===== src/rtl/hsp_pkg.sv =====
package hsp_pkg;
    typedef enum logic {
        UNIT_BYTE = 1'b0,
        UNIT_WORD = 1'b1
    } unit_kind_e;
endpackage


===== src/rtl/hsp_lane_acc.sv =====
module hsp_lane_acc #(
    parameter int LANES  = 4,
    parameter int BYTE_W = 8
) (
    input  logic                     clk,
    input  logic                     rst_n,
    input  logic                     clear_i,
    input  logic                     wr_en_i,
    input  logic [BYTE_W-1:0]        wr_byte_i,
    output logic                     word_done_o,
    output logic [LANES*BYTE_W-1:0]  word_o
);
    localparam int WORD_W = LANES * BYTE_W;
    localparam int LANE_W = (LANES > 1) ? $clog2(LANES) : 1;
    localparam logic [LANE_W-1:0] LAST_LANE = LANE_W'(LANES - 1);

    typedef struct packed {
        logic [LANE_W-1:0] lane;
        logic [WORD_W-1:0] acc;
    } acc_state_t;

    acc_state_t st_d, st_q;
    logic [WORD_W-1:0] merged;

    // Lane merge: only the addressed lane takes the new byte.
    for (genvar g = 0; g < LANES; g++) begin : g_lane
        assign merged[g*BYTE_W +: BYTE_W] =
            (wr_en_i && st_q.lane == LANE_W'(g)) ? wr_byte_i
                                                  : st_q.acc[g*BYTE_W +: BYTE_W];
    end

    always_comb begin
        st_d        = st_q;
        word_done_o = 1'b0;
        if (clear_i) begin
            st_d.lane = '0;
            st_d.acc  = '0;
        end else if (wr_en_i) begin
            st_d.acc = merged;
            if (st_q.lane == LAST_LANE) begin
                st_d.lane   = '0;
                word_done_o = 1'b1;
            end else begin
                st_d.lane = st_q.lane + LANE_W'(1);
            end
        end
    end

    assign word_o = merged;

    always_ff @(posedge clk or negedge rst_n) begin
        if (!rst_n) st_q <= '0;
        else        st_q <= st_d;
    end
endmodule


===== src/rtl/hsp_unit_emit.sv =====
module hsp_unit_emit
    import hsp_pkg::*;
#(
    parameter int LANES  = 4,
    parameter int BYTE_W = 8
) (
    input  logic                     clk,
    input  logic                     rst_n,
    input  logic                     clear_i,
    input  logic                     load_i,
    input  logic [LANES*BYTE_W-1:0]  word_i,
    input  logic                     split_i,
    output logic                     busy_o,
    output logic                     out_valid_o,
    input  logic                     out_ready_i,
    output logic [LANES*BYTE_W-1:0]  out_data_o,
    output logic                     out_wide_o
);
    localparam int WORD_W = LANES * BYTE_W;
    localparam int IDX_W  = (LANES > 1) ? $clog2(LANES) : 1;
    localparam logic [IDX_W-1:0] LAST_IDX = IDX_W'(LANES - 1);

    typedef struct packed {
        logic              busy;
        logic              split;
        logic [IDX_W-1:0]  idx;
        logic [WORD_W-1:0] word;
    } emit_state_t;

    emit_state_t st_d, st_q;
    logic [BYTE_W-1:0] sel_byte;

    always_comb begin
        sel_byte = '0;
        for (int i = 0; i < LANES; i++) begin
            if (st_q.idx == IDX_W'(i)) sel_byte = st_q.word[i*BYTE_W +: BYTE_W];
        end
    end

    always_comb begin
        st_d = st_q;
        if (clear_i) begin
            st_d.busy = 1'b0;
            st_d.idx  = '0;
        end else if (load_i) begin
            st_d.busy  = 1'b1;
            st_d.split = split_i;
            st_d.idx   = '0;
            st_d.word  = word_i;
        end else if (st_q.busy && out_ready_i) begin
            if (!st_q.split || st_q.idx == LAST_IDX) begin
                st_d.busy = 1'b0;
                st_d.idx  = '0;
            end else begin
                st_d.idx = st_q.idx + IDX_W'(1);
            end
        end
    end

    assign busy_o      = st_q.busy;
    assign out_valid_o = st_q.busy;
    assign out_wide_o  = st_q.split ? UNIT_BYTE : UNIT_WORD;
    assign out_data_o  = st_q.split ? {{(WORD_W-BYTE_W){1'b0}}, sel_byte} : st_q.word;

    always_ff @(posedge clk or negedge rst_n) begin
        if (!rst_n) st_q <= '0;
        else        st_q <= st_d;
    end
endmodule


===== src/rtl/hsrc_word_packer.sv =====
module hsrc_word_packer #(
    parameter int LANES  = 4,
    parameter int BYTE_W = 8,
    localparam int WORD_W = LANES * BYTE_W
) (
    input  logic              clk,
    input  logic              rst_n,
    input  logic              start,
    input  logic              mode_expand,
    input  logic              mode_dword,
    input  logic              wr_valid,
    input  logic [BYTE_W-1:0] wr_data,
    output logic              wr_ready,
    output logic              out_valid,
    input  logic              out_ready,
    output logic [WORD_W-1:0] out_data,
    output logic              out_wide
);
    logic              busy;
    logic              wr_en;
    logic              word_done;
    logic [WORD_W-1:0] word;
    logic              split_mode;

    assign wr_ready   = !busy;
    assign wr_en      = wr_valid && !busy && !start;
    assign split_mode = mode_expand && !mode_dword;

    hsp_lane_acc #(.LANES(LANES), .BYTE_W(BYTE_W)) u_acc (
        .clk         (clk),
        .rst_n       (rst_n),
        .clear_i     (start),
        .wr_en_i     (wr_en),
        .wr_byte_i   (wr_data),
        .word_done_o (word_done),
        .word_o      (word)
    );

    hsp_unit_emit #(.LANES(LANES), .BYTE_W(BYTE_W)) u_emit (
        .clk         (clk),
        .rst_n       (rst_n),
        .clear_i     (start),
        .load_i      (word_done),
        .word_i      (word),
        .split_i     (split_mode),
        .busy_o      (busy),
        .out_valid_o (out_valid),
        .out_ready_i (out_ready),
        .out_data_o  (out_data),
        .out_wide_o  (out_wide)
    );
endmodule


===== config.mk =====
export PLATFORM = sky130hd
export DESIGN_NAME = hsrc_word_packer
export DESIGN_NICKNAME = d
export VERILOG_FILES = /design/src/rtl/hsp_pkg.sv /design/src/rtl/hsp_lane_acc.sv /design/src/rtl/hsp_unit_emit.sv /design/src/rtl/hsrc_word_packer.sv
export SDC_FILE = /design/constraint.sdc
export NUM_CORES = 1
export LEC_CHECK = 0
export BUFFER_PORTS_ARGS = -buffer_cell sky130_fd_sc_hd__buf_2
export CAP_MARGIN = 20
export CORE_UTILIZATION = 53
export DETAILED_ROUTE_END_ITERATION = 12
export PLACE_DENSITY = 0.77
export SYNTH_ARGS = -nofsm -noshare
export SYNTH_HDL_FRONTEND = slang
export SYNTH_HIERARCHICAL = 1
export SYNTH_SLANG_ARGS = --single-unit
export TNS_END_PERCENT = 10

===== constraint.sdc =====
create_clock -name clk -period 2 [get_ports clk]
set_input_delay 0.1 -clock clk [delete_from_list [all_inputs] [get_ports clk]]
set_output_delay 0.1 -clock clk [all_outputs]
set_load 0.05 [all_outputs]

After elaboration in Yosys (flattened, before gate mapping)
Index checks and enable logic that the tools add are counted.
{"block": "word_totals", "ff_bits": 70, "in_bits": 15, "wordCells": 59}
{"block": "classes", "n_addsub": 2, "eq_ne": 6, "n_mux": 24, "bitwise_logic": 1, "n_reduce_logical": 20}
{"operator": "$mux W34", "n": 2}
{"operator": "$mux W8", "n": 8}
{"operator": "$mux W32", "n": 1}
{"operator": "$mux W2", "n": 5}
{"operator": "$eq A2 B2 Y1 const B", "n": 4}
{"operator": "$logic_and A1 B1 Y1", "n": 8}
{"operator": "$mux W1", "n": 8}
{"operator": "$reduce_bool A3 Y1", "n": 2}
{"operator": "$add A2 B1 Y2 const B", "n": 2}
{"operator": "$eq A2 B1 Y1 const B", "n": 2}
{"operator": "$logic_not A1 Y1", "n": 4}
{"operator": "$logic_not A2 Y1", "n": 2}
{"operator": "$reduce_and A2 Y1", "n": 2}
{"operator": "$reduce_bool A2 Y1", "n": 1}
{"operator": "$logic_or A1 B1 Y1", "n": 1}
{"operator": "$not A1 Y1", "n": 1}

Logic depth before layout (Yosys ltp)
{"block": "depth", "ltp_word": 7, "ltp_mapped": 9}

Cells and area by module
Netlist, hierarchy kept.
{"mod": "hsp_lane_acc", "instances": 1, "cells_each": 163, "area_each_um2": 2054.5}
{"mod": "hsp_unit_emit", "instances": 1, "cells_each": 184, "area_each_um2": 1978.1}
{"mod": "hsrc_word_packer", "instances": 1, "cells_each": 3, "area_each_um2": 22.5}

Worst setup path before layout
Ideal clock, no wire load.
{"block": "synth_path", "path_type": "register -> output", "startpoint": "register u_emit/st_q[32] (netlist name)", "endpoint": "output out_data[0]", "arrival_time_ps": 2121, "t_required_ps": 1900, "setup_slack_ps": -221, "stages_incl_launch_ff": 7, "path_buffers": 2, "cell_sequence": "dfrtp_1 > inv_1 > ha_1 > buf_4 > buf_6 > a221o_1 > a31oi_1"}
{"block": "synth_via", "elab_chain_cells": 6, "elab_cells_between_ends": 9, "cone_classes": "3 x eq/ne; 5 x mux; 1 x reduce/logical"}
{"item": "start: declaration", "line_no": "hsp_unit_emit.sv:30", "source": "emit_state_t st_d, st_q;"}
{"item": "start signal: assignment", "line_no": "hsp_unit_emit.sv:67", "source": "else st_q <= st_d;"}
{"item": "$logic_not A2 Y1", "line_no": "hsp_unit_emit.sv:36", "source": "if (st_q.idx == IDX_W'(i)) sel_byte = st_q.word[i*BYTE_W +: BYTE_W];"}
{"item": "$mux W8 (3 in a row)", "line_no": "hsp_unit_emit.sv:36"}
{"item": "$mux W8 *", "line_no": "hsp_unit_emit.sv:36"}
{"item": "$mux W32 *", "line_no": "hsp_unit_emit.sv:63", "source": "assign out_data_o = st_q.split ? {{(WORD_W-BYTE_W){1'b0}}, sel_byte} : st_q.word;"}
{"item": "end: declaration", "line_no": "hsrc_word_packer.sv:16", "source": "output logic [WORD_W-1:0] out_data,"}
Every way passes the cells marked *; elsewhere a longest branch is shown, timed or not.

Final worst setup path
{"block": "layout_path", "startpoint": "register u_emit/st_q[32] (netlist name)", "endpoint": "output out_data[6]"}
The elaborated chain is that of the path after synthesis.

==> results by group <==
Cells and area
  – Antenna cells: 0
  – Share of cells above drive strength 1: 39.4%
  – Layout Utilization: 65.4%
  – Area Growth Syn to Fin: 18.3%
  – Post-route insts no fill: about 510
  – Final Net Count: 424
  – Design area: 4800 µm²

Logic synthesis
  – FFs w/ async S/R, synth: 100%
  – Most common cell in the netlist: dfrtp_1
  – Share of the synthesized area in the top cell type: 43.2%
  – Post-Synthesis Cell Area: 4060 µm²
  – Ys flop type: dfrtp_1
  – Synth Warn #: 6
  – Avg Cell Area, Syn: between 10 and 15 µm²
  – Sequential share of the synthesized area: 43.2%
  – Synth Register Bits: 70
  – Netlist cell types: 34
  – Post-synth top cells: dfrtp_1 (70), mux2_2 (57), nand2b_1 (40)
  – Number of synthesized flops with an enable pin: 0
  – Mapped Cells: between 300 and 400
  – Top cells by area, synth: dfrtp_1 (43%), mux2_2 (16%), mux2i_1 (8.1%)
  – Post-Syn Nets: 373
  – Cell accounting for the most synthesized area: dfrtp_1

Die
  – FP Rows: 31
  – Die Width: 89.5 µm
  – Chip height: 89.5 µm
  – Die area: 8000 µm²
  – Core Region: 7330 µm²
  – Initial Util: 55.3%
  – I/O pin cnt: 50

Critical path
  – Worst path slowest cell: dfrtp_2
  – Critical path launch point: u_emit/st_q[32]
  – Worst Setup End Kind: output pin
  – Arr. time, crit path: 2040 ps
  – WP data required: about 1900 ps
  – Critical-path cell list: buf_6 > ha_4 > nand3b_1 > a221o_1 > a31oi_1 > buf_4
  – Reg-to-Reg Start: u_emit/busy_o
  – Critical-path maximum fanout: 16
  – Setup Crit Path Kind: register to output pin
  – Slowest cell delay on critical path: around 440 ps
  – Crit path launch type: register

STA
  – Max-slew violations: 0
  – Setup Skew: 6.45 ps
  – Fin. Hold Viols: 0
  – Number of setup violations in the final report: 8
  – Final min period: between 2000 and 2500 ps
  – RSZ-0062 raised after global routing: true
  – Max Fclk: 0.468 GHz
  – Tightest Pin Transition: 510 ps
  – Rel. slew slack: 66.0%
  – Fin crit share: 107%
  – Setup ws final: -138 ps

Clocking
  – H-tree lvl count: 3
  – CTS sink cnt: 70
  – TritonCTS clock tree: yes
  – Clock slew at reported path FFs: 70 ps
  – Insertion delay to the later sink of the worst-skew pair: 350 ps
  – Longest Clk Path Bufs: 2
  – Root buf cell: clkbuf_8
  – CTS Buf Count: 9

Power and ir drop
  – Combinational fraction of design power: ~6.5%
  – PwrDens: 720 nW/µm²
  – VDD IR-drop max: between 0.4 and 0.5 mV
  – Cell Int Power: 2.77 mW
  – Clock power frac: slightly above 50%
  – Share of total power in sequential cells: 41.8%
  – Switching part of the total: roughly a fifth
  – Pleak: 2.45 nW
  – Net Sw Power: around 0.7 mW

GRT
  – Initial antenna violation count: 0
  – Vias in the first global route: 2798
  – GRT overflow: 0
  – Largest net degree at the start of global routing: 51
  – Global-route wire length before repair: 14.0 mm
  – Total global-route track usage: 24.1%

Status
  – Failing checks: negative setup slack
  – Status: finished, violations left

Worst hold path
  – Min-delay src: out_ready
  – Classification of the worst-slack hold path: input pin to register

Detailed routing
  – Antenna viol nets, final: 0
  – Vias per inst: 5.58
  – DRT Pass-1 Iters: 4
  – Post-detailed-route DRC marker count: 0
  – WL/cell: about 18 µm
  – Via count: around 2.8k
  – DRT Wirelength: 8.90 mm
  – 1st-iter DRT viols: 173

Placed design
  – Port bufs: 49
  – # placed instances: slightly below 500
  – Post-DP HPWL: around 5.8 mm
  – Routability Congestion: approximately 0.75
  – Area after DPL: 4350 µm²

Run
  – # Max-Cap Violations: 0
[kinds of logic after synthesis]
kind of cell    Yosys count  synth area share, %
compound gates           28                 4.75
xor+xnor                  1                0.216
fa+ha+maj                 8                 2.47
buf+inv                  40                 6.66
flops                    70                 43.2
mux                      98                 26.7
simple gates            105                 16.0
[critical path: cells and delay by family (launching register included)]
| kind | cells | cell delay, ps |
|---|---|---|
| compound gates | 2 | 520 |
| flops | 1 | 440 |
| buf+inv | 2 | 360 |
| fa+ha+maj | 1 | 200 |
| simple gates | 1 | 180 |
[per-stage QoR]
step / hold WS (ps) / setup TNS [ps] / setup WS, ps / power [mW]
2_1_floorplan: -196 / -3690 / -221 / 1.61
3_3_place_gp: 101 / 0 / 57.7 / 1.69
3_5_place_dp: 97.8 / -74.3 / -22.6 / 1.69
4_1_cts: 58.6 / -531 / -97.0 / 3.48
5_1_grt: 86.4 / -1150 / -207 / 3.57
6_report: 83.4 / -649 / -138 / 3.45
[cell usage in the layout, fill, tap and decap left out, types with 10 or more instances in the layout]
cell,n
mux2i_1,33
nor2b_1,18
a21oi_1,10
buf_2,41
nand2_1,10
buf_4,14
mux2_2,57
clkbuf_8,10
dfrtp_1,68
inv_1,14
nand2b_1,40
nor2_1,19
[timing repair]
action	in CTS	in global routing
buffers inserted	3	0
endpoints found under the setup margin	8	10
cloned	0	0
pin swaps	3	3
hold buffers	1	0
resized for setup	23	3
endpoints found under the hold margin	20	0
[layout make-up]
class,instances,area [µm²]
repair buffers,64,437
flip-flops and latches,70,1750
inverters,16,60.1
fillers,546,2530
well taps,99,124
clock inverters,6,180
multi-input cells,240,2100
clock buffers,10,138
[layer usage]
layer | part of all wire [%] | GRT usage (%) | up-vias
met5 | 0 | 0 | -
met1 | 43 | 29.3 | 1427
met4 | 2.5 | 9.52 | 0
met2 | 51 | 40.5 | 60
li1 | - | - | 1307
met3 | 4.1 | 6.93 | 23
[state kept, by name, summed over array words and instances, names as in the netlist]
| name | cells |
|---|---|
| u_emit/busy_o | 1 |
| u_acc/st_q | 34 |
| u_emit/st_q | 35 |
[path summary, 6_finish.rpt]
| kind | to | slack, ps | depth (start not counted) |
|---|---|---|---|
| worst min register to register | u_emit/st_q[17] | 510 | 1 |
| worst max-delay path | out_data[6] | -140 | 6 |
| worst min-delay path | u_emit/st_q[33] | 80 | 3 |
| worst max register to register | u_emit/st_q[28] | 70 | 8 |
| max in group asynchronous | u_acc/st_q[16] | 1110 | 3 |
| min in group asynchronous | u_acc/st_q[26] | 240 | 2 |
[power by group through the flow]
stage | combinational (mW) | sequential, mW | clock (mW)
final | 0.226 | 1.44 | 1.78
after detailed placement | 0.220 | 1.47 | 0
after global routing | 0.248 | 1.45 | 1.87
after CTS | 0.225 | 1.44 | 1.81
after floorplan | 0.139 | 1.47 | 0
after global placement | 0.216 | 1.47 | 0
(Power assumes the default switching activity.)
